--- src/rtl/demag_pkg.sv ---
package demag_pkg;

    typedef struct packed {
        logic hw_en;
        logic sim_en;
    } mode_t;

    typedef enum logic [1:0] {
        SRC_NONE = 2'd0,
        SRC_HW   = 2'd1,
        SRC_SIM  = 2'd2,
        SRC_LATE = 2'd3
    } src_e;

endpackage

--- src/rtl/demag_cfg_shadow.sv ---
module demag_cfg_shadow
    import demag_pkg::*;
#(
    parameter int unsigned FILT_W = 4
) (
    input  logic              clk,
    input  logic              rst_n,
    input  logic              wr_i,
    input  logic              hw_en_i,
    input  logic              sim_en_i,
    input  logic [FILT_W-1:0] filt_i,
    input  logic              comm_i,
    output mode_t             act_mode_o,
    output logic [FILT_W-1:0] act_filt_o
);

    typedef struct packed {
        mode_t             pre_mode;
        logic [FILT_W-1:0] pre_filt;
        mode_t             act_mode;
        logic [FILT_W-1:0] act_filt;
    } shadow_t;

    shadow_t st_d, st_q;

    always_comb begin
        st_d = st_q;
        if (wr_i) begin
            st_d.pre_mode.hw_en  = hw_en_i;
            st_d.pre_mode.sim_en = sim_en_i;
            st_d.pre_filt        = filt_i;
        end
        if (comm_i) begin
            st_d.act_mode = st_q.pre_mode;
            st_d.act_filt = st_q.pre_filt;
        end
    end

    always_ff @(posedge clk or negedge rst_n) begin
        if (!rst_n) st_q <= '0;
        else        st_q <= st_d;
    end

    assign act_mode_o = st_q.act_mode;
    assign act_filt_o = st_q.act_filt;


    act_stable_chk: assert property (@(posedge clk) disable iff (!rst_n)
        !comm_i |=> ($stable(st_q.act_mode) && $stable(st_q.act_filt)));

endmodule

--- src/rtl/demag_edge_filter.sv ---
module demag_edge_filter #(
    parameter int unsigned FILT_W = 4
) (
    input  logic              clk,
    input  logic              rst_n,
    input  logic              comm_i,
    input  logic              sample_en_i,
    input  logic              sense_i,
    input  logic              rising_i,
    input  logic [FILT_W-1:0] filt_i,
    output logic              hit_o
);

    typedef struct packed {
        logic              seen;
        logic              done;
        logic [FILT_W-1:0] cnt;
    } filt_t;

    filt_t st_d, st_q;
    logic  qual, nonqual;

    assign qual    = sample_en_i && (sense_i == rising_i);
    assign nonqual = sample_en_i && (sense_i != rising_i);

    always_comb begin
        st_d  = st_q;
        hit_o = 1'b0;
        if (comm_i) begin
            st_d = '0;
        end else if (nonqual) begin
            st_d.seen = 1'b1;
            st_d.done = 1'b0;
            st_d.cnt  = '0;
        end else if (qual && st_q.seen && !st_q.done) begin
            if (st_q.cnt == filt_i) begin
                hit_o     = 1'b1;
                st_d.done = 1'b1;
            end else begin
                st_d.cnt = st_q.cnt + 1'b1;
            end
        end
    end

    always_ff @(posedge clk or negedge rst_n) begin
        if (!rst_n) st_q <= '0;
        else        st_q <= st_d;
    end


    single_hit_chk: assert property (@(posedge clk) disable iff (!rst_n)
        hit_o |=> !hit_o);


    hit_needs_run_chk: assert property (@(posedge clk) disable iff (!rst_n)
        hit_o |-> (st_q.seen && (sense_i == rising_i)));

endmodule

--- src/rtl/demag_event_gen.sv ---
module demag_event_gen
    import demag_pkg::*;
#(
    parameter int unsigned CNT_W  = 8,
    parameter int unsigned FILT_W = 4
) (
    input  logic              clk,
    input  logic              rst_n,
    input  logic              comm_i,
    input  logic              rupd_i,
    input  logic [CNT_W-1:0]  count_i,
    input  logic              sample_en_i,
    input  logic              sense_i,
    input  logic              rising_i,
    input  logic              cfg_wr_i,
    input  logic              cfg_hw_en_i,
    input  logic              cfg_sim_en_i,
    input  logic [FILT_W-1:0] cfg_filt_i,
    input  logic              demag_wr_i,
    input  logic [CNT_W-1:0]  demag_wdata_i,
    input  logic              irq_mask_i,
    input  logic              flag_clr_i,
    output logic              demag_evt_o,
    output logic              demag_flag_o,
    output logic              irq_o,
    output logic [CNT_W-1:0]  demag_val_o
);

    typedef struct packed {
        logic             armed;
        logic             chk;
        logic             evt;
        logic             flag;
        logic [CNT_W-1:0] dreg;
        logic [CNT_W-1:0] dpre;
    } gen_t;

    gen_t              st_d, st_q;
    mode_t             act_mode;
    logic [FILT_W-1:0] act_filt;
    logic              filt_hit;
    logic              hw_hit, sim_hit, late_hit, fire;
    src_e              src;

    demag_cfg_shadow #(.FILT_W(FILT_W)) i_shadow (
        .clk        (clk),
        .rst_n      (rst_n),
        .wr_i       (cfg_wr_i),
        .hw_en_i    (cfg_hw_en_i),
        .sim_en_i   (cfg_sim_en_i),
        .filt_i     (cfg_filt_i),
        .comm_i     (comm_i),
        .act_mode_o (act_mode),
        .act_filt_o (act_filt)
    );

    demag_edge_filter #(.FILT_W(FILT_W)) i_filter (
        .clk         (clk),
        .rst_n       (rst_n),
        .comm_i      (comm_i),
        .sample_en_i (sample_en_i),
        .sense_i     (sense_i),
        .rising_i    (rising_i),
        .filt_i      (act_filt),
        .hit_o       (filt_hit)
    );

    assign hw_hit   = act_mode.hw_en && filt_hit;
    assign sim_hit  = act_mode.sim_en && (count_i == st_q.dreg);
    assign late_hit = st_q.chk && act_mode.sim_en && (st_q.dreg <= count_i);
    assign fire     = st_q.armed && !comm_i && (hw_hit || sim_hit || late_hit);

    always_comb begin
        if (!fire)         src = SRC_NONE;
        else if (late_hit) src = SRC_LATE;
        else if (hw_hit)   src = SRC_HW;
        else               src = SRC_SIM;
    end

    always_comb begin
        st_d = st_q;
        if (demag_wr_i) st_d.dpre = demag_wdata_i;
        if (src == SRC_LATE || src == SRC_HW) st_d.dreg = count_i;
        else if (rupd_i)                      st_d.dreg = st_q.dpre;
        if (comm_i)    st_d.armed = 1'b1;
        else if (fire) st_d.armed = 1'b0;
        st_d.chk = comm_i;
        st_d.evt = fire;
        if (fire)            st_d.flag = 1'b1;
        else if (flag_clr_i) st_d.flag = 1'b0;
    end

    always_ff @(posedge clk or negedge rst_n) begin
        if (!rst_n) st_q <= '0;
        else        st_q <= st_d;
    end

    assign demag_evt_o  = st_q.evt;
    assign demag_flag_o = st_q.flag;
    assign irq_o        = st_q.flag && irq_mask_i;
    assign demag_val_o  = st_q.dreg;


    evt_pulse_chk: assert property (@(posedge clk) disable iff (!rst_n)
        st_q.evt |=> !st_q.evt);


    evt_sets_flag_chk: assert property (@(posedge clk) disable iff (!rst_n)
        st_q.evt |-> st_q.flag);


    flag_hold_chk: assert property (@(posedge clk) disable iff (!rst_n)
        (st_q.flag && !flag_clr_i) |=> st_q.flag);


    late_overwrite_chk: assert property (@(posedge clk) disable iff (!rst_n)
        (st_q.armed && st_q.chk && act_mode.sim_en && !comm_i && (st_q.dreg <= count_i))
        |=> (st_q.evt && st_q.dreg == $past(count_i)));


    hw_capture_chk: assert property (@(posedge clk) disable iff (!rst_n)
        (st_q.armed && !comm_i && act_mode.hw_en && filt_hit)
        |=> (st_q.evt && st_q.dreg == $past(count_i)));

endmodule

--- config.mk ---
export PLATFORM = sky130hd
export DESIGN_NAME = demag_event_gen
export DESIGN_NICKNAME = d
export VERILOG_FILES = /design/src/rtl/demag_pkg.sv /design/src/rtl/demag_cfg_shadow.sv /design/src/rtl/demag_edge_filter.sv /design/src/rtl/demag_event_gen.sv
export SDC_FILE = /design/constraint.sdc
export NUM_CORES = 1
export LEC_CHECK = 0
export ABC_CLOCK_PERIOD_IN_PS = 3900
export BUFFER_PORTS_ARGS = -buffer_cell sky130_fd_sc_hd__buf_2
export CAP_MARGIN = 20
export CORE_ASPECT_RATIO = 2
export CORE_MARGIN = 2
export CORE_UTILIZATION = 44
export CTS_CLUSTER_DIAMETER = 80
export DETAILED_ROUTE_END_ITERATION = 7
export PLACE_DENSITY = 0.67
export SLEW_MARGIN = 20
export SYNTH_ARGS = -nofsm -noshare
export SYNTH_HDL_FRONTEND = slang
export SYNTH_SLANG_ARGS = --single-unit
export TNS_END_PERCENT = 10
--- constraint.sdc ---
create_clock -name clk -period 3.9 [get_ports clk]
set_clock_uncertainty 0.15 [all_clocks]
set_input_delay 0.195 -clock clk [delete_from_list [all_inputs] [get_ports clk]]
set_output_delay 0.195 -clock clk [all_outputs]
set_load 0.05 [all_outputs]
==> flow_summary.toml <==
[run_status]
outcome = "complete, no violations"

[sta]
timing.hold.ws_ns = 0.0135
tightest_slew_ns = 0.812
rsz0062_at_grt = "false"
hold_violations = 0
timing.fmax_mhz = 398
relSlewSlack = 0.459
setup_tns_ns = 0
fin_crit_ns = 2.51
slew_violations = 0
setup_viol = 0
setup_slack_ns = 1.39
period_share = 0.644

[route]
route.met2.wl_um = 2090
drt-total-wl_um = 3560
wl_met3_um = 147
dr.pass1.iters = 4
wl_per_cell_um = 13.2
met1_length_um = 1270
num_vias = 1352
drc_errors = 0
top_layer_used = "met4"
antenna_left = 0
first_iter_violations = 16
routed_via_density = 5.01

[cells_and_area]
nets = 257
stdcell_count = 270
antenna_cells = 0
final_common_cell = "buf_2"
final_cell_mix = "buf_2, dfrtp_1, mux2_2"
area_growth_pct = 25.5
final_area_um2 = 2430
drive_above_1_share = 0.366

[synth]
ys_types = 34
synth-xor-area-share = 0.0401
syn_inst = 162
syn_avg_cell_area_um2 = 11.9
synthMuxAreaShare = 0.191
yosysSeqAreaShare = 0.492
synth-simple-area-share = 0.0899
synthAdderAreaFrac = 0.0582
yosys_warnings = 0
synth_compound_area_frac = 0.0634
syn_nets = 204
ys_ff_latch = 38
synthesis.area_um2 = 1930
synth_top_family_by_area = "multiplexers"

[clocking]
cts-root-buf = "clkbuf_8"
postCtsSetupBuffers = 0
clk_pin_slew_ns = 0.08
clkSinkCount = 38
htree_levels = 2
cts_resized = 0
cts_tree = "yes"
cts_buffer_depth = 2
insertion_delay_ns = 0.29
numCtsBuffers = 5
cts_hold_buf = 16

[floorplanning]
core_um2 = 4300
rows = 34
die_x_um = 50.9
initial_core_util = 0.450
die_y_um = 97.8
pin_count = 44
die-area_um2 = 4980

[worst_setup_path]
max_stage_delay_ns = 0.45
crit_slowest_cell = "a211o_1"
r2r-end = "demag_val_o[0]"
path_cells = "ha_1 -> nor2b_1 -> o211ai_1 -> a21oi_1 -> nor4_1 -> a211o_1 -> mux2_4"
timing.critical_path.from = "demag_val_o[1]"
criticalPathCategory = "reg -> reg"
endpoint = "demag_val_o[0]"
r2r_start = "demag_val_o[1]"
worstRegToRegCells = 7
crit_fanout = 8
cp.required_ns = 3.93
crit_path_end_kind = "flip-flop"
start_kind = "flip-flop"
ff2ff_setup_slack_ns = 1.39
worst_ep_arrival_time_ns = 2.54

[grt]
grt.total_usage = 0.165
grt_remaining_overflow = 0
grt_antenna_before_repair = 0
grt_pass1_wl_um = 6110
grt_max_degree = 39
grt_pass1_vias = 1446

[placed_design]
place_hpwl_um = 2620
gp_congestion = 0.819
io_buffers = 43
post-place-ws_ns = 1.40
dpl_cell_area_um2 = 2130
dpl.cell_count = 246

[min_path]
hold_path.class = "in -> reg"
min_from = "comm_i"

[power_and_ir_drop]
peakVddDrop_mv = 0.310
powerDensity_nw_per_um2 = 467
power_leakage_nw = 1.18

[job]
drv_cap = 0
==> worst min-delay path by stage <==
stage               slack [ns]     endpoint  depth (start not counted)
floorplan                -0.25  demag_evt_o                          0
global placement          0.20      st_q[5]                          1
detailed placement        0.20      st_q[5]                          1
CTS                       0.01     st_q[18]                          1
global route             0.009     st_q[18]                          1
finish                    0.01     st_q[18]                          1
==> sequential cells by signal, summed over array words and instances (netlist names) <==
| name | count |
|---|---|
| st_q | 10 |
| demag_val_o | 8 |
| i_filter.st_q | 6 |
| i_shadow.st_q | 6 |
| i_shadow.act_filt_o | 4 |
| i_shadow.act_mode_o | 2 |
| demag_evt_o | 1 |
| demag_flag_o | 1 |
==> report_power, final <==
group	switching (mW)	leakage [nW]	internal, mW
clock network	0.144	0.0683	0.256
logic	0.159	0.653	0.105
registers	0.0303	0.460	0.440
total	0.333	1.18	0.802
==> synthesized netlist by cell type, drive strengths merged <==
library cell	instances	area, um^2
inv	11	41.3
mux2i	14	140
nand3	3	15.0
nor2b	3	18.8
nand2	8	32.5
or2	2	12.5
nor3	1	5.00
o41ai	2	25.0
dfrtp	38	951
nand4	3	18.8
a21boi	1	7.51
xor2	7	68.8
nor2	7	28.8
o211ai	1	7.51
o21ai	4	20.0
a211o	2	17.5
nor4	2	27.5
ha	9	113
a21o	2	15.0
and2	1	6.26
buf	11	78.8
clkbuf	2	7.51
a21oi	6	30.0
or2b	1	8.76
xnor2	1	8.76
mux2	20	229
==> metrics by stage <==
stage               power [mW]  utilization
global route              1.20        0.565
CTS                       1.15        0.565
global placement         0.730        0.496
finish                    1.13        0.565
detailed placement       0.734        0.496
floorplan                0.687            -
==> cell type report <==
cell class                 count  area (um^2)
clock buffer                   5         68.8
clock inverter                 3         68.8
fill                         406         1870
inverter                      11         41.3
multi-input combinational    100          856
sequential                    38          951
tap                           54         67.6
timing repair buffer          59          375
==> critical path, delay by kind of cell (launching register included) <==
family / cells / cell delay (ns)
compound gates: 3 / 0.71
fa+ha+maj: 1 / 0.29
flops: 1 / 0.40
mux: 1 / 0.34
simple gates: 2 / 0.51
==> logic make-up after synthesis <==
logic type,Yosys count
mux,34
compound gates,18
xor+xnor,8
simple gates,31
buf+inv,24
flops,38
fa+ha+maj,9
==> metal layers <==
metal	vias up	track usage
met1	664	0.155
met5	-	0
met4	0	0.0707
li1	654	-
met2	30	0.316
met3	4	0.0443
(Power assumes the default switching activity.)
